### config.mk
export PLATFORM = sky130hd
export DESIGN_NAME = mux_bus_decoder
export DESIGN_NICKNAME = d
export VERILOG_FILES = /design/src/rtl/mbd_pkg.sv /design/src/rtl/mbd_addr_latch.sv /design/src/rtl/mbd_cmd_conv.sv /design/src/rtl/mbd_sel_decode.sv /design/src/rtl/mux_bus_decoder.sv
export SDC_FILE = /design/constraint.sdc
export NUM_CORES = 1
export LEC_CHECK = 0
export ABC_AREA = 0
export BUFFER_PORTS_ARGS = -buffer_cell sky130_fd_sc_hd__buf_4
export CAP_MARGIN = 10
export CORE_MARGIN = 2
export CORE_UTILIZATION = 35
export DETAILED_ROUTE_END_ITERATION = 16
export HOLD_SLACK_MARGIN = 0.08
export PLACE_DENSITY_LB_ADDON = 0.2
export SLEW_MARGIN = 20
export SYNTH_ARGS = -nofsm -noshare
export SYNTH_HDL_FRONTEND = slang
export SYNTH_SLANG_ARGS = --single-unit
### constraint.sdc
create_clock -name clk_i -period 6.1 [get_ports clk_i]
set_input_delay 1.22 -clock clk_i [delete_from_list [all_inputs] [get_ports clk_i]]
set_output_delay 1.22 -clock clk_i [all_outputs]
set_load 0.05 [all_outputs]
### src/rtl/mbd_pkg.sv
package mbd_pkg;
  typedef enum logic [1:0] {
    SPACE_NONE = 2'b00,
    SPACE_MEM  = 2'b01,
    SPACE_IO   = 2'b10,
    SPACE_BAD  = 2'b11
  } space_e;

  // decoded commands, active high inside the block
  typedef struct packed {
    logic mem_rd;
    logic mem_wr;
    logic io_rd;
    logic io_wr;
    logic prog;
    logic err;
  } cmd_t;
endpackage

### src/rtl/mbd_addr_latch.sv
module mbd_addr_latch #(
  parameter int unsigned ADDR_W = 12
) (
  input  logic              clk_i,
  input  logic              rst_ni,
  input  logic [ADDR_W-1:0] bus_i,
  input  logic              phase_i,
  output logic [ADDR_W-1:0] addr_o
);
  logic              phase_q;
  logic [ADDR_W-1:0] bus_q;
  logic [ADDR_W-1:0] addr_q;
  logic              fall;

  assign fall = phase_q & ~phase_i;

  always_ff @(posedge clk_i or negedge rst_ni) begin
    if (!rst_ni) begin
      phase_q <= 1'b0;
      bus_q   <= '0;
      addr_q  <= '0;
    end else begin
      phase_q <= phase_i;
      bus_q   <= bus_i;
      if (fall) addr_q <= bus_q;
    end
  end

  assign addr_o = addr_q;


  addr_hold_chk: assert property (@(posedge clk_i) disable iff (!rst_ni)
    !fall |=> $stable(addr_q));

  addr_take_chk: assert property (@(posedge clk_i) disable iff (!rst_ni)
    fall |=> (addr_q == $past(bus_q)));
endmodule

### src/rtl/mbd_cmd_conv.sv
module mbd_cmd_conv
  import mbd_pkg::*;
(
  input  logic   clk_i,
  input  logic   rst_ni,
  input  logic   rd_ni,
  input  logic   wr_ni,
  input  space_e space_i,
  input  logic   code_i,
  output cmd_t   cmd_o
);
  logic rd, wr, req, both, bad_space, bad_code, ok, in_mem, in_io;

  assign rd        = ~rd_ni;
  assign wr        = ~wr_ni;
  assign req       = rd | wr;
  assign both      = rd & wr;
  assign in_mem    = (space_i == SPACE_MEM);
  assign in_io     = (space_i == SPACE_IO);
  assign bad_space = ~(in_mem | in_io);
  // code fetch is a memory read only
  assign bad_code  = code_i & (wr | in_io);
  assign ok        = req & ~both & ~bad_space & ~bad_code;

  always_comb begin
    cmd_o        = '0;
    cmd_o.err    = req & ~ok;
    cmd_o.mem_rd = ok & in_mem & rd & ~code_i;
    cmd_o.prog   = ok & in_mem & rd &  code_i;
    cmd_o.mem_wr = ok & in_mem & wr;
    cmd_o.io_rd  = ok & in_io  & rd;
    cmd_o.io_wr  = ok & in_io  & wr;
  end


  one_strobe_chk: assert property (@(posedge clk_i) disable iff (!rst_ni)
    $countones({cmd_o.mem_rd, cmd_o.mem_wr, cmd_o.io_rd, cmd_o.io_wr, cmd_o.prog}) <= 1);

  code_no_rd_chk: assert property (@(posedge clk_i) disable iff (!rst_ni)
    cmd_o.prog |-> !cmd_o.mem_rd);

  rdwr_err_chk: assert property (@(posedge clk_i) disable iff (!rst_ni)
    (!rd_ni && !wr_ni) |-> cmd_o.err);
endmodule

### src/rtl/mbd_sel_decode.sv
module mbd_sel_decode
  import mbd_pkg::*;
#(
  parameter int unsigned ADDR_W  = 12,
  parameter int unsigned OFS_W   = 8,
  parameter int unsigned N_PORTS = 16,
  localparam int unsigned MOD_W  = ADDR_W - OFS_W,
  localparam int unsigned N_MODS = 1 << MOD_W
) (
  input  logic               clk_i,
  input  logic               rst_ni,
  input  logic [ADDR_W-1:0]  addr_i,
  input  cmd_t               cmd_i,
  output logic [N_MODS-1:0]  cs_no,
  output logic [N_PORTS-1:0] port_sel_o
);
  logic             mem_act, io_act;
  logic [MOD_W-1:0] mod_idx;
  logic [OFS_W-1:0] port_idx;

  assign mem_act  = cmd_i.mem_rd | cmd_i.mem_wr | cmd_i.prog;
  assign io_act   = cmd_i.io_rd | cmd_i.io_wr;
  assign mod_idx  = addr_i[ADDR_W-1:OFS_W];
  assign port_idx = addr_i[OFS_W-1:0];

  for (genvar m = 0; m < N_MODS; m++) begin : g_cs
    assign cs_no[m] = ~(mem_act && (mod_idx == MOD_W'(m)));
  end

  for (genvar p = 0; p < N_PORTS; p++) begin : g_port
    assign port_sel_o[p] = io_act && (port_idx == OFS_W'(p));
  end


  cs_onehot_chk: assert property (@(posedge clk_i) disable iff (!rst_ni)
    $onehot0(~cs_no));

  port_onehot_chk: assert property (@(posedge clk_i) disable iff (!rst_ni)
    $onehot0(port_sel_o));
endmodule

### src/rtl/mux_bus_decoder.sv
module mux_bus_decoder
  import mbd_pkg::*;
#(
  parameter int unsigned ADDR_W  = 12,
  parameter int unsigned OFS_W   = 8,
  parameter int unsigned N_PORTS = 16,
  localparam int unsigned N_MODS = 1 << (ADDR_W - OFS_W)
) (
  input  logic               clk_i,
  input  logic               rst_ni,
  input  logic [ADDR_W-1:0]  bus_i,
  input  logic               addr_phase_i,
  input  logic               rd_ni,
  input  logic               wr_ni,
  input  logic [1:0]         space_i,
  input  logic               code_i,
  output logic [ADDR_W-1:0]  addr_o,
  output logic [N_MODS-1:0]  cs_no,
  output logic [N_PORTS-1:0] port_sel_o,
  output logic               mem_rd_no,
  output logic               mem_wr_no,
  output logic               io_rd_no,
  output logic               io_wr_no,
  output logic               prog_en_no,
  output logic               err_o
);
  logic [ADDR_W-1:0] addr;
  cmd_t              cmd;

  mbd_addr_latch #(.ADDR_W(ADDR_W)) u_latch (
    .clk_i   (clk_i),
    .rst_ni  (rst_ni),
    .bus_i   (bus_i),
    .phase_i (addr_phase_i),
    .addr_o  (addr)
  );

  mbd_cmd_conv u_conv (
    .clk_i   (clk_i),
    .rst_ni  (rst_ni),
    .rd_ni   (rd_ni),
    .wr_ni   (wr_ni),
    .space_i (space_e'(space_i)),
    .code_i  (code_i),
    .cmd_o   (cmd)
  );

  mbd_sel_decode #(.ADDR_W(ADDR_W), .OFS_W(OFS_W), .N_PORTS(N_PORTS)) u_dec (
    .clk_i      (clk_i),
    .rst_ni     (rst_ni),
    .addr_i     (addr),
    .cmd_i      (cmd),
    .cs_no      (cs_no),
    .port_sel_o (port_sel_o)
  );

  assign addr_o     = addr;
  assign mem_rd_no  = ~cmd.mem_rd;
  assign mem_wr_no  = ~cmd.mem_wr;
  assign io_rd_no   = ~cmd.io_rd;
  assign io_wr_no   = ~cmd.io_wr;
  assign prog_en_no = ~cmd.prog;
  assign err_o      = cmd.err;


  cs_needs_mem_chk: assert property (@(posedge clk_i) disable iff (!rst_ni)
    (mem_rd_no && mem_wr_no && prog_en_no) |-> (&cs_no));

  err_quiet_chk: assert property (@(posedge clk_i) disable iff (!rst_ni)
    err_o |-> (mem_rd_no && mem_wr_no && io_rd_no && io_wr_no && prog_en_no
               && (&cs_no) && (port_sel_o == '0)));

  idle_quiet_chk: assert property (@(posedge clk_i) disable iff (!rst_ni)
    (rd_ni && wr_ni) |-> (!err_o && (&cs_no) && (port_sel_o == '0)));
endmodule

==> metrics.txt, run 1 <==
# TYPE chip_impl_metric gauge
chip_impl_metric{name="report.final.setup_viol",unit=""} 0
chip_impl_metric{name="worstSetupPathDepth",unit=""} 7
chip_impl_info{name="path_delay_family",value="compound AO/OA/AOI/OAI gates"} 1
chip_impl_metric{name="post_synth_instance_area",unit="um2"} 1240
chip_impl_metric{name="place_hpwl",unit="um"} 2210
chip_impl_metric{name="drv.max_cap_violation_count",unit=""} 0
chip_impl_info{name="ys_top_cells_by_area",value="sky130_fd_sc_hd__dfrtp_1 50%, sky130_fd_sc_hd__mux2_2 11%, sky130_fd_sc_hd__nand3_1 4.4%"} 1
chip_impl_info{name="cts_tree",value="yes"} 1
chip_impl_metric{name="cts_repair_resize_count",unit=""} 0
chip_impl_metric{name="final_design_area_no_fill",unit="um2"} 1820
chip_impl_metric{name="final.setup.tns",unit="ns"} 0
chip_impl_metric{name="gp_congestion",unit=""} 0.801
chip_impl_metric{name="synthesis.area_per_instance",unit="um2"} 10.5
chip_impl_metric{name="synth_async_sr_flop_share",unit="%"} 100
chip_impl_info{name="synthMostInstantiatedCell",value="sky130_fd_sc_hd__dfrtp_1"} 1
chip_impl_metric{name="final-seq-area",unit="um2"} 626
chip_impl_metric{name="design.die.area",unit="um2"} 4040
chip_impl_metric{name="grt_first_pass_wirelength",unit="um"} 4860
chip_impl_info{name="yosys.area.top_type",value="sky130_fd_sc_hd__dfrtp_1"} 1
chip_impl_info{name="min_path_type",value="flop to flop"} 1
chip_impl_info{name="worst_setup_path_startpoint",value="space_i[0]"} 1
chip_impl_metric{name="hold_buffers",unit=""} 0
chip_impl_metric{name="timing_hold_violations_final",unit=""} 0
chip_impl_metric{name="die_height",unit="um"} 63.6
chip_impl_metric{name="syn_to_final_growth",unit="%"} 47.0
chip_impl_metric{name="grt_overflow",unit=""} 0
chip_impl_info{name="cts_root_buffer",value="sky130_fd_sc_hd__clkbuf_4"} 1
chip_impl_info{name="worstReg2RegStart",value="u_latch.phase_q$_DFF_PN0_"} 1
chip_impl_metric{name="critPathArrivalTime",unit="ns"} 2.82
chip_impl_info{name="run_status",value="completed"} 1
chip_impl_metric{name="placedInstanceArea",unit="um2"} 1790
chip_impl_metric{name="final_layout_size_suffix_gt1_share",unit="%"} 48.6
chip_impl_metric{name="worst-r2r-setup-slack",unit="ns"} 4.43
chip_impl_metric{name="detail_route.drc_violations",unit=""} 0
chip_impl_metric{name="synth_top_cell_area_share",unit="%"} 50.4
chip_impl_metric{name="cts_max_path_buffers",unit=""} 2
chip_impl_info{name="criticalPathCategory",value="primary input to output pin"} 1
chip_impl_metric{name="cts_num_sinks",unit=""} 25
chip_impl_metric{name="number_of_distinct_library_cell_variants_in_the_gate_level_netlist_after_synthesis",unit=""} 26
chip_impl_metric{name="grt_start_max_net_pins",unit=""} 26
chip_impl_metric{name="tritoncts.num_buffers",unit=""} 3
chip_impl_metric{name="timing_worst_slew_pin_value",unit="ns"} 1.04
chip_impl_metric{name="synth.ff_latch_count",unit=""} 25
chip_impl_metric{name="pin_count",unit=""} 70
chip_impl_metric{name="detailroute.via_count",unit=""} 1153
chip_impl_metric{name="worstRegToRegCells",unit=""} 2
chip_impl_metric{name="ys.warnings.count",unit=""} 0
chip_impl_metric{name="fin_worst_skew",unit="ns"} 0.00126
chip_impl_info{name="post_synth_most_frequent_cells",value="25 x sky130_fd_sc_hd__dfrtp_1, 12 x sky130_fd_sc_hd__mux2_2, 11 x sky130_fd_sc_hd__nand3_1"} 1
chip_impl_info{name="crit_path_end",value="cs_no[13]"} 1
chip_impl_metric{name="report.power.total",unit="uW"} 398
chip_impl_info{name="postSynth.topFlopCell",value="sky130_fd_sc_hd__dfrtp_1"} 1
chip_impl_metric{name="grt.total_usage",unit="%"} 15.0
chip_impl_metric{name="critical_path.max_stage_delay",unit="ns"} 0.52
chip_impl_metric{name="route.final.wire_length",unit="um"} 2840
chip_impl_metric{name="cts.repair_timing.setup_buffer_count",unit=""} 0
chip_impl_metric{name="vias_per_cell",unit=""} 4.99
chip_impl_metric{name="avgRoutedWirePerCell",unit="um"} 12.3
chip_impl_metric{name="total_leakage_power",unit="nW"} 0.789
chip_impl_metric{name="placedCellCount",unit=""} 227
chip_impl_metric{name="clk-insertion-delay-late",unit="ns"} 0.31
chip_impl_info{name="start_kind",value="primary input"} 1
chip_impl_metric{name="firstDrtPassIters",unit=""} 5
chip_impl_metric{name="h-tree-depth",unit=""} 1
chip_impl_info{name="crit_path_top_delay_cell",value="sky130_fd_sc_hd__a21oi_2"} 1
chip_impl_metric{name="buffer_and_inverter_count_on_the_worst_path",unit=""} 3
chip_impl_metric{name="worst_slew_margin_rel",unit="%"} 30.3
chip_impl_metric{name="clock_pin_transition_on_the_worst_setup_and_hold_timing_paths",unit="ns"} 0.12
chip_impl_metric{name="holdWs",unit="ns"} 0.487
chip_impl_metric{name="initial_antenna_violation_count",unit=""} 0
chip_impl_metric{name="synth_fp_nets",unit=""} 141
chip_impl_metric{name="die_w",unit="um"} 63.6
chip_impl_metric{name="final_period_utilization",unit="%"} 66.2
chip_impl_metric{name="grt_pass1_vias",unit=""} 1073
chip_impl_info{name="setup.worst_path.end_class",value="output pin"} 1
chip_impl_metric{name="multiInputGateArea",unit="um2"} 586
chip_impl_metric{name="max_freq",unit="MHz"} 248
chip_impl_metric{name="finish.net_count",unit=""} 209
chip_impl_metric{name="initialDrtViolationCount",unit=""} 60
chip_impl_metric{name="power.density",unit="nW/um2"} 218
chip_impl_metric{name="critPathMaxFanout",unit=""} 17
chip_impl_metric{name="synth_seq_area_share",unit="%"} 50.4
chip_impl_metric{name="worstPathRequired",unit="ns"} 4.88
chip_impl_metric{name="insertedDiodeCount",unit=""} 0
chip_impl_metric{name="fin_crit",unit="ns"} 4.04
chip_impl_metric{name="fp.coreArea",unit="um2"} 3360
chip_impl_metric{name="synth_cells",unit=""} 118
chip_impl_metric{name="io_buffer_count",unit=""} 69
chip_impl_metric{name="drv_slew",unit=""} 0
chip_impl_metric{name="fillCellCount",unit=""} 319
chip_impl_metric{name="synth-edff-count",unit=""} 0
chip_impl_metric{name="drt.antenna.violating_nets",unit=""} 0
chip_impl_info{name="critical-path-top-cell-by-count",value="sky130_fd_sc_hd__buf_4"} 1
chip_impl_metric{name="floorplan.initialDensity",unit="%"} 36.9
chip_impl_metric{name="vdd_drop_max",unit="mV"} 0.144
chip_impl_info{name="regToRegEndpoint",value="u_latch.addr_o[9]$_DFFE_PN0P_"} 1
chip_impl_info{name="critical_path.cell_chain",value="buf_4 > inv_1 > ha_1 > nand3b_1 > a21oi_2 > nand4_1 > buf_4"} 1
chip_impl_metric{name="layoutNonFillerInstCount",unit=""} 231
chip_impl_metric{name="rows",unit=""} 21
chip_impl_info{name="grt_setup_unrepaired",value="false"} 1
-- stage by stage --
| stage | setup slack (ns) | utilization (%) |
|---|---|---|
| after floorplan | 1.28 | - |
| after global placement | 1.90 | 53.3 |
| after detailed placement | 1.75 | 53.3 |
| after CTS | 1.75 | 54.1 |
| after global routing | 1.88 | 54.2 |
| final | 2.06 | 54.2 |
-- power breakdown --
part | switching [mW] | internal (mW)
sequential | 0.0217 | 0.182
combinational | 0.0790 | 0.0460
clock | 0.0439 | 0.0255
total | 0.145 | 0.253
-- worst min-delay path by stage --
stage / from / slack, ns / endpoint / cells after the start
2_1_floorplan: u_latch.bus_q[10]$_DFF_PN0_ / 0.45 / u_latch.addr_o[10]$_DFFE_PN0P_ / 1
3_5_place_dp: u_latch.bus_q[6]$_DFF_PN0_ / 0.46 / u_latch.addr_o[6]$_DFFE_PN0P_ / 1
5_1_grt: u_latch.bus_q[6]$_DFF_PN0_ / 0.50 / u_latch.addr_o[6]$_DFFE_PN0P_ / 1
3_3_place_gp: u_latch.bus_q[6]$_DFF_PN0_ / 0.45 / u_latch.addr_o[6]$_DFFE_PN0P_ / 1
4_1_cts: u_latch.bus_q[6]$_DFF_PN0_ / 0.49 / u_latch.addr_o[6]$_DFFE_PN0P_ / 1
6_report: u_latch.bus_q[4]$_DFF_PN0_ / 0.49 / u_latch.addr_o[4]$_DFFE_PN0P_ / 1
-- state kept, by name (all words and copies together) (netlist names) --
signal           flops
u_latch.addr_o      12
u_latch.bus_q       12
u_latch.phase_q      1
-- kinds of logic after synthesis --
| group | share of synthesized area [%] |
|---|---|
| flops | 50.4 |
| buf+inv | 2.72 |
| compound gates | 1.31 |
| simple gates | 31.7 |
| fa+ha+maj | 3.02 |
| mux | 10.9 |
-- layout make-up --
type,count,share of cell area [%]
clock buffer,4,1.44
multi-input combinational,84,32.1
tap,46,3.16
sequential,25,34.3
inverter,3,0.617
timing repair buffer,69,28.4
-- per-layer routing --
layer	global-route usage, %	wire length (um)
met1	18.3	1210
met2	26.2	1380
met3	3.04	211
met4	4.89	28
met5	0	0
-- placed cells by master, fill, tap and decap left out --
master                     count
sky130_fd_sc_hd__nor3b_1       1
sky130_fd_sc_hd__and2_1        1
sky130_fd_sc_hd__buf_4        69
sky130_fd_sc_hd__nor2_2        1
sky130_fd_sc_hd__ha_1          3
sky130_fd_sc_hd__nand3b_1      4
sky130_fd_sc_hd__and2_0        1
sky130_fd_sc_hd__or3_1         2
sky130_fd_sc_hd__nor2_1       10
sky130_fd_sc_hd__nand4_1       7
sky130_fd_sc_hd__dfrtp_1      25
sky130_fd_sc_hd__nor4_1        7
sky130_fd_sc_hd__clkbuf_1      1
sky130_fd_sc_hd__and4bb_2      1
sky130_fd_sc_hd__nor3_1        1
sky130_fd_sc_hd__a21oi_2       1
sky130_fd_sc_hd__or4_4         2
sky130_fd_sc_hd__nand2b_1      5
sky130_fd_sc_hd__nand3_1      11
sky130_fd_sc_hd__inv_1         3
sky130_fd_sc_hd__a21oi_1       1
sky130_fd_sc_hd__clkbuf_4      3
sky130_fd_sc_hd__or2_2         1
sky130_fd_sc_hd__mux2_2       12
sky130_fd_sc_hd__nand2_1       4
sky130_fd_sc_hd__nand4b_1      2
sky130_fd_sc_hd__nor2b_1       4
sky130_fd_sc_hd__a31oi_1       1
sky130_fd_sc_hd__and3b_1       1
No activity file was read; power rests on OpenSTA's default activity.
==> inputs of run 2 (changes only) <==
==> constraint.sdc (replaced) <==
create_clock -name clk_i -period 3.4 [get_ports clk_i]
set_input_delay 0.68 -clock clk_i [delete_from_list [all_inputs] [get_ports clk_i]]
set_output_delay 0.68 -clock clk_i [all_outputs]
set_load 0.05 [all_outputs]
==> run 2 against run 1 <==
  * Worst setup slack lost 1.6 ns
  * Worst hold slack worse by 0.24 ns
  * Critical path depth is the same
  * Non-clock buffer count up 2
  * Largest cell class unchanged
==> metrics.txt, run 2 (synthesized netlist as in run 1, its figures left out) <==
# TYPE chip_impl_metric gauge
chip_impl_info{name="run_status",value="completed"} 1
chip_impl_metric{name="cts_max_path_buffers",unit=""} 2
chip_impl_metric{name="fin_worst_skew",unit="ns"} 0.00638
chip_impl_metric{name="avgRoutedWirePerCell",unit="um"} 12.3
chip_impl_metric{name="detailroute.via_count",unit=""} 1130
chip_impl_metric{name="die_height",unit="um"} 63.6
chip_impl_info{name="critical_path.cell_chain",value="buf_4 > inv_1 > ha_1 > and4bb_2 > nand2_1 > nor4_1 > buf_4"} 1
chip_impl_metric{name="fin_crit",unit="ns"} 2.93
chip_impl_metric{name="buffer_and_inverter_count_on_the_worst_path",unit=""} 3
chip_impl_metric{name="vias_per_cell",unit=""} 4.85
chip_impl_metric{name="finish.net_count",unit=""} 211
chip_impl_metric{name="io_buffer_count",unit=""} 69
chip_impl_metric{name="hold_buffers",unit=""} 0
chip_impl_metric{name="grt_overflow",unit=""} 0
chip_impl_info{name="cts_tree",value="yes"} 1
chip_impl_metric{name="drv.max_cap_violation_count",unit=""} 0
chip_impl_metric{name="fillCellCount",unit=""} 323
chip_impl_info{name="final_common_cell",value="sky130_fd_sc_hd__buf_4"} 1
chip_impl_metric{name="initial_antenna_violation_count",unit=""} 0
chip_impl_metric{name="cts_num_sinks",unit=""} 25
chip_impl_metric{name="syn_to_final_growth",unit="%"} 47.9
chip_impl_metric{name="vdd_drop_max",unit="mV"} 0.295
chip_impl_metric{name="final_design_area_no_fill",unit="um2"} 1840
chip_impl_metric{name="route.final.wire_length",unit="um"} 2860
chip_impl_metric{name="worstRegToRegCells",unit=""} 3
chip_impl_info{name="crit_path_top_delay_cell",value="sky130_fd_sc_hd__and4bb_2"} 1
chip_impl_metric{name="detail_route.drc_violations",unit=""} 0
chip_impl_metric{name="grt.total_usage",unit="%"} 14.4
chip_impl_metric{name="final_layout_size_suffix_gt1_share",unit="%"} 48.7
chip_impl_info{name="critical-path-top-cell-by-count",value="sky130_fd_sc_hd__buf_4"} 1
chip_impl_info{name="min_path_type",value="primary input to asynchronous set/reset pin"} 1
chip_impl_metric{name="max_freq",unit="MHz"} 341
chip_impl_metric{name="power.density",unit="nW/um2"} 388
chip_impl_metric{name="total_leakage_power",unit="nW"} 0.800
chip_impl_metric{name="critPathArrivalTime",unit="ns"} 2.25
chip_impl_metric{name="gp_congestion",unit=""} 0.759
chip_impl_info{name="regToRegEndpoint",value="u_latch.addr_o[9]$_DFFE_PN0P_"} 1
chip_impl_metric{name="worstSetupPathDepth",unit=""} 7
chip_impl_metric{name="final_period_utilization",unit="%"} 86.1
chip_impl_metric{name="grt_start_max_net_pins",unit=""} 26
chip_impl_metric{name="placedInstanceArea",unit="um2"} 1810
chip_impl_metric{name="clk-insertion-delay-late",unit="ns"} 0.30
chip_impl_metric{name="grt_first_pass_wirelength",unit="um"} 4730
chip_impl_metric{name="design.die.area",unit="um2"} 4040
chip_impl_info{name="worstReg2RegStart",value="u_latch.phase_q$_DFF_PN0_"} 1
chip_impl_info{name="path_delay_family",value="simple AND/OR/NAND/NOR gates"} 1
chip_impl_metric{name="report.final.setup_viol",unit=""} 0
chip_impl_metric{name="critical_path.max_stage_delay",unit="ns"} 0.37
chip_impl_metric{name="timing_hold_violations_final",unit=""} 0
chip_impl_metric{name="h-tree-depth",unit=""} 1
chip_impl_metric{name="worst-r2r-setup-slack",unit="ns"} 2.27
chip_impl_metric{name="drv_slew",unit=""} 0
chip_impl_info{name="cts_root_buffer",value="sky130_fd_sc_hd__clkbuf_4"} 1
chip_impl_metric{name="pin_count",unit=""} 70
chip_impl_metric{name="timing_worst_slew_pin_value",unit="ns"} 0.584
chip_impl_info{name="setup.worst_path.end_class",value="output pin"} 1
chip_impl_info{name="start_kind",value="primary input"} 1
chip_impl_metric{name="worst_slew_margin_rel",unit="%"} 60.7
chip_impl_info{name="grt_setup_unrepaired",value="false"} 1
chip_impl_metric{name="cts_repair_resize_count",unit=""} 0
chip_impl_metric{name="place_hpwl",unit="um"} 2240
chip_impl_metric{name="die_w",unit="um"} 63.6
chip_impl_metric{name="grt_pass1_vias",unit=""} 1047
chip_impl_metric{name="worstPathRequired",unit="ns"} 2.72
chip_impl_metric{name="rows",unit=""} 21
chip_impl_metric{name="critPathMaxFanout",unit=""} 7
chip_impl_info{name="criticalPathCategory",value="primary input to output pin"} 1
chip_impl_metric{name="insertedDiodeCount",unit=""} 0
chip_impl_metric{name="tritoncts.num_buffers",unit=""} 3
chip_impl_metric{name="report.power.total",unit="uW"} 711
chip_impl_metric{name="cts.repair_timing.setup_buffer_count",unit=""} 0
chip_impl_metric{name="clock_pin_transition_on_the_worst_setup_and_hold_timing_paths",unit="ns"} 0.12
chip_impl_metric{name="drt.antenna.violating_nets",unit=""} 0
chip_impl_metric{name="initialDrtViolationCount",unit=""} 82
chip_impl_metric{name="fp.coreArea",unit="um2"} 3360
chip_impl_metric{name="firstDrtPassIters",unit=""} 4
chip_impl_info{name="layout.cells.most_common_list",value="71 x sky130_fd_sc_hd__buf_4, 25 x sky130_fd_sc_hd__dfrtp_1, 12 x sky130_fd_sc_hd__mux2_2, 11 x sky130_fd_sc_hd__nand3_1, 10 x sky130_fd_sc_hd__nor2_1"} 1
chip_impl_metric{name="floorplan.initialDensity",unit="%"} 36.9
## run 2: cell count changes in the layout (fill, tap and decap cells not counted)
cell,previous run,this run
sky130_fd_sc_hd__a21oi_2,1,0
sky130_fd_sc_hd__buf_4,69,71
sky130_fd_sc_hd__a21oi_1,1,2
## run 2: per-stage QoR
stage	utilization [%]	hold WS (ns)	TNS, ns	setup slack (ns)	cells
after floorplan	-	0.384	-1.93	-0.344	118
after global placement	53.8	0.456	0	0.547	229
after detailed placement	53.8	0.461	0	0.475	229
after CTS	54.6	0.253	0	0.462	233
after global routing	54.6	0.245	0	0.332	233
final	54.6	0.249	0	0.472	233
## run 2: worst max path at each step
stage,from,end,slack (ns)
2_1_floorplan,space_i[0],port_sel_o[12],-0.34
3_3_place_gp,space_i[0],port_sel_o[12],0.55
3_5_place_dp,space_i[0],port_sel_o[12],0.47
4_1_cts,space_i[0],port_sel_o[12],0.46
5_1_grt,space_i[0],port_sel_o[4],0.33
6_report,space_i[0],port_sel_o[12],0.47
## run 2: final cells by class
cell class,count,area [um2],area share [%]
multi-input combinational,84,582,31.7
tap,46,57.6,3.14
inverter,3,11.3,0.613
timing repair buffer,71,533,29.0
sequential,25,626,34.1
clock buffer,4,26.3,1.43
## run 2: where the power goes
part	switching [mW]	internal (mW)	total, mW
registers	0.0398	0.326	0.365
clock network	0.0750	0.0456	0.121
logic	0.142	0.0835	0.225
## run 2: metal layers
layer | up-vias | part of all wire [%] | track usage (%)
li1 | 567 | - | -
met1 | 524 | 44 | 18.4
met2 | 37 | 50 | 25.4
met3 | 2 | 4.4 | 1.07
met4 | 0 | 0.59 | 4.89
met5 | - | 0 | 0
==> inputs of run 3 (changes only) <==
==> constraint.sdc (replaced) <==
create_clock -name clk_i -period 2.7 [get_ports clk_i]
set_input_delay 0.54 -clock clk_i [delete_from_list [all_inputs] [get_ports clk_i]]
set_output_delay 0.54 -clock clk_i [all_outputs]
set_load 0.05 [all_outputs]
==> run 3 against run 2 <==
  * Flip-flop and latch count unchanged
  * Clock skew is 0.0033 ns lower
  * Worst hold slack got worse by 0.15 ns
  * Combinational power increased by 30%
  * Clock power is 27% higher
  * Routed wire length is 1.8% higher
  * Global-route usage up 0.56 points
  * Critical endpoint is now port_sel_o[0]
  * Sequential power grew 26%
==> metrics.txt, run 3 (synthesized netlist as in run 1, its figures left out) <==
# TYPE chip_impl_metric gauge
chip_impl_metric{name="detailroute.via_count",unit=""} 1170
chip_impl_info{name="run_status",value="completed"} 1
chip_impl_metric{name="tritoncts.num_buffers",unit=""} 3
chip_impl_metric{name="h-tree-depth",unit=""} 1
chip_impl_metric{name="final_period_utilization",unit="%"} 97.4
chip_impl_metric{name="design.die.area",unit="um2"} 4040
chip_impl_metric{name="report.final.setup_viol",unit=""} 0
chip_impl_metric{name="critPathArrivalTime",unit="ns"} 2.09
chip_impl_metric{name="vias_per_cell",unit=""} 4.98
chip_impl_metric{name="worst_slew_margin_rel",unit="%"} 60.9
chip_impl_metric{name="clock_pin_transition_on_the_worst_setup_and_hold_timing_paths",unit="ns"} 0.12
chip_impl_metric{name="firstDrtPassIters",unit=""} 4
chip_impl_info{name="crit_path_top_delay_cell",value="sky130_fd_sc_hd__or4_4"} 1
chip_impl_info{name="start_kind",value="flop"} 1
chip_impl_metric{name="critical_path.max_stage_delay",unit="ns"} 0.58
chip_impl_metric{name="final_critical_path_setup_slack",unit="ns"} 0.0715
chip_impl_metric{name="cts_max_path_buffers",unit=""} 2
chip_impl_info{name="layout.cells.most_common_list",value="72 x sky130_fd_sc_hd__buf_4, 25 x sky130_fd_sc_hd__dfrtp_1, 12 x sky130_fd_sc_hd__mux2_2, 11 x sky130_fd_sc_hd__nand3_1, 10 x sky130_fd_sc_hd__nor2_1"} 1
chip_impl_metric{name="worstPathRequired",unit="ns"} 2.16
chip_impl_metric{name="grt_start_max_net_pins",unit=""} 26
chip_impl_info{name="worst_setup_path_startpoint",value="u_latch.addr_o[5]$_DFFE_PN0P_"} 1
chip_impl_metric{name="floorplan.initialDensity",unit="%"} 36.9
chip_impl_metric{name="buffer_and_inverter_count_on_the_worst_path",unit=""} 1
chip_impl_metric{name="io_buffer_count",unit=""} 69
chip_impl_info{name="criticalPathCategory",value="flop to output pin"} 1
chip_impl_metric{name="gp_congestion",unit=""} 0.752
chip_impl_metric{name="worstSetupPathDepth",unit=""} 4
chip_impl_metric{name="total_leakage_power",unit="nW"} 0.812
chip_impl_metric{name="fillCellCount",unit=""} 323
chip_impl_metric{name="grt_first_pass_wirelength",unit="um"} 4930
chip_impl_metric{name="fin_worst_skew",unit="ns"} 0.00308
chip_impl_metric{name="syn_to_final_growth",unit="%"} 52.6
chip_impl_metric{name="layoutNonFillerInstCount",unit=""} 235
chip_impl_metric{name="grt.total_usage",unit="%"} 14.9
chip_impl_info{name="crit_path_end",value="port_sel_o[0]"} 1
chip_impl_metric{name="worst-r2r-setup-slack",unit="ns"} 1.57
chip_impl_metric{name="hold_buffers",unit=""} 0
chip_impl_info{name="cts_root_buffer",value="sky130_fd_sc_hd__clkbuf_4"} 1
chip_impl_metric{name="avgRoutedWirePerCell",unit="um"} 12.4
chip_impl_metric{name="rows",unit=""} 21
chip_impl_info{name="final_common_cell",value="sky130_fd_sc_hd__buf_4"} 1
chip_impl_metric{name="place_hpwl",unit="um"} 2410
chip_impl_metric{name="timing_worst_slew_pin_value",unit="ns"} 0.581
chip_impl_metric{name="fp.coreArea",unit="um2"} 3360
chip_impl_metric{name="detail_route.drc_violations",unit=""} 0
chip_impl_metric{name="dpl_worst_slack",unit="ns"} 0.0836
chip_impl_metric{name="power.density",unit="nW/um2"} 479
chip_impl_metric{name="drv_slew",unit=""} 0
chip_impl_info{name="grt_setup_unrepaired",value="true"} 1
chip_impl_metric{name="max_freq",unit="MHz"} 380
chip_impl_metric{name="initial_antenna_violation_count",unit=""} 0
chip_impl_metric{name="clk-insertion-delay-late",unit="ns"} 0.30
chip_impl_metric{name="grt_overflow",unit=""} 0
chip_impl_metric{name="critPathMaxFanout",unit=""} 4
chip_impl_metric{name="fin_crit",unit="ns"} 2.63
chip_impl_metric{name="final_layout_size_suffix_gt1_share",unit="%"} 52.9
chip_impl_metric{name="grt_pass1_vias",unit=""} 1096
chip_impl_metric{name="pin_count",unit=""} 70
chip_impl_metric{name="drv.max_cap_violation_count",unit=""} 0
chip_impl_metric{name="worstRegToRegCells",unit=""} 3
chip_impl_metric{name="drt.antenna.violating_nets",unit=""} 0
chip_impl_info{name="path_delay_family",value="simple AND/OR/NAND/NOR gates"} 1
chip_impl_metric{name="cts_num_sinks",unit=""} 25
chip_impl_info{name="regToRegEndpoint",value="u_latch.addr_o[5]$_DFFE_PN0P_"} 1
chip_impl_metric{name="final-seq-area",unit="um2"} 626
chip_impl_metric{name="multiInputGateArea",unit="um2"} 622
chip_impl_metric{name="insertedDiodeCount",unit=""} 0
chip_impl_metric{name="vdd_drop_max",unit="mV"} 0.300
chip_impl_metric{name="route.final.wire_length",unit="um"} 2910
chip_impl_metric{name="report.power.total",unit="uW"} 907
chip_impl_metric{name="initialDrtViolationCount",unit=""} 34
chip_impl_info{name="worstReg2RegStart",value="u_latch.phase_q$_DFF_PN0_"} 1
chip_impl_info{name="critical-path-top-cell-by-count",value="sky130_fd_sc_hd__or4_4"} 1
chip_impl_info{name="setup.worst_path.end_class",value="output pin"} 1
chip_impl_metric{name="placedCellCount",unit=""} 230
chip_impl_metric{name="finish.net_count",unit=""} 213
chip_impl_metric{name="die_w",unit="um"} 63.6
chip_impl_info{name="critical_path.cell_chain",value="or4_4 > or4_4 > nor2_2 > buf_6"} 1
chip_impl_metric{name="timing_hold_violations_final",unit=""} 0
chip_impl_info{name="min_path_type",value="primary input to asynchronous set/reset pin"} 1
chip_impl_info{name="cts_tree",value="yes"} 1
chip_impl_metric{name="die_height",unit="um"} 63.6
run 3: metal layers:
layer | track usage (%) | up-vias | wire length [um]
met5 | 0 | - | 0
met2 | 27.6 | 39 | 1500
met4 | 3.26 | 0 | 4
met1 | 18.4 | 560 | 1230
met3 | 1.79 | 2 | 175
li1 | - | 569 | -
run 3: worst min-delay path by stage:
stage          slack, ns    from                            end  cells after the start
4_1_cts             0.11  rst_ni  u_latch.addr_o[6]$_DFFE_PN0P_                      1
3_3_place_gp        0.45  rst_ni     u_latch.bus_q[5]$_DFF_PN0_                      1
3_5_place_dp        0.45  rst_ni  u_latch.addr_o[6]$_DFFE_PN0P_                      1
6_report            0.10  rst_ni  u_latch.addr_o[6]$_DFFE_PN0P_                      1
5_1_grt             0.10  rst_ni  u_latch.addr_o[6]$_DFFE_PN0P_                      1
2_1_floorplan       0.24  rst_ni  u_latch.addr_o[0]$_DFFE_PN0P_                      0
run 3: layout make-up:
| cell class | instances | area share (%) |
|---|---|---|
| multi-input combinational | 84 | 32.8 |
| timing repair buffer | 73 | 29.1 |
| clock buffer | 4 | 1.39 |
| sequential | 25 | 33.0 |
| inverter | 3 | 0.594 |
| tap | 46 | 3.04 |
run 3: power breakdown:
group	total, mW	switching (mW)	internal (mW)
clock network	0.154	0.0966	0.0575
registers	0.460	0.0499	0.410
logic	0.293	0.184	0.109
run 3: repair_timing:
action                                  in CTS  in global routing
gates resized for setup                      1                  1
buffers inserted                             0                  1
endpoints found under the setup margin       1                  5
run 3: metrics by stage:
step           hold slack (ns)  util (%)  setup TNS (ns)  instance area, um2
2_1_floorplan            0.244         -           -1.47                1280
6_report                 0.104      56.3               0                1890
4_1_cts                  0.109      56.0               0                1880
3_5_place_dp             0.455      55.1               0                1850
5_1_grt                  0.105      56.3         -0.0101                1890
3_3_place_gp             0.448      55.1               0                1850
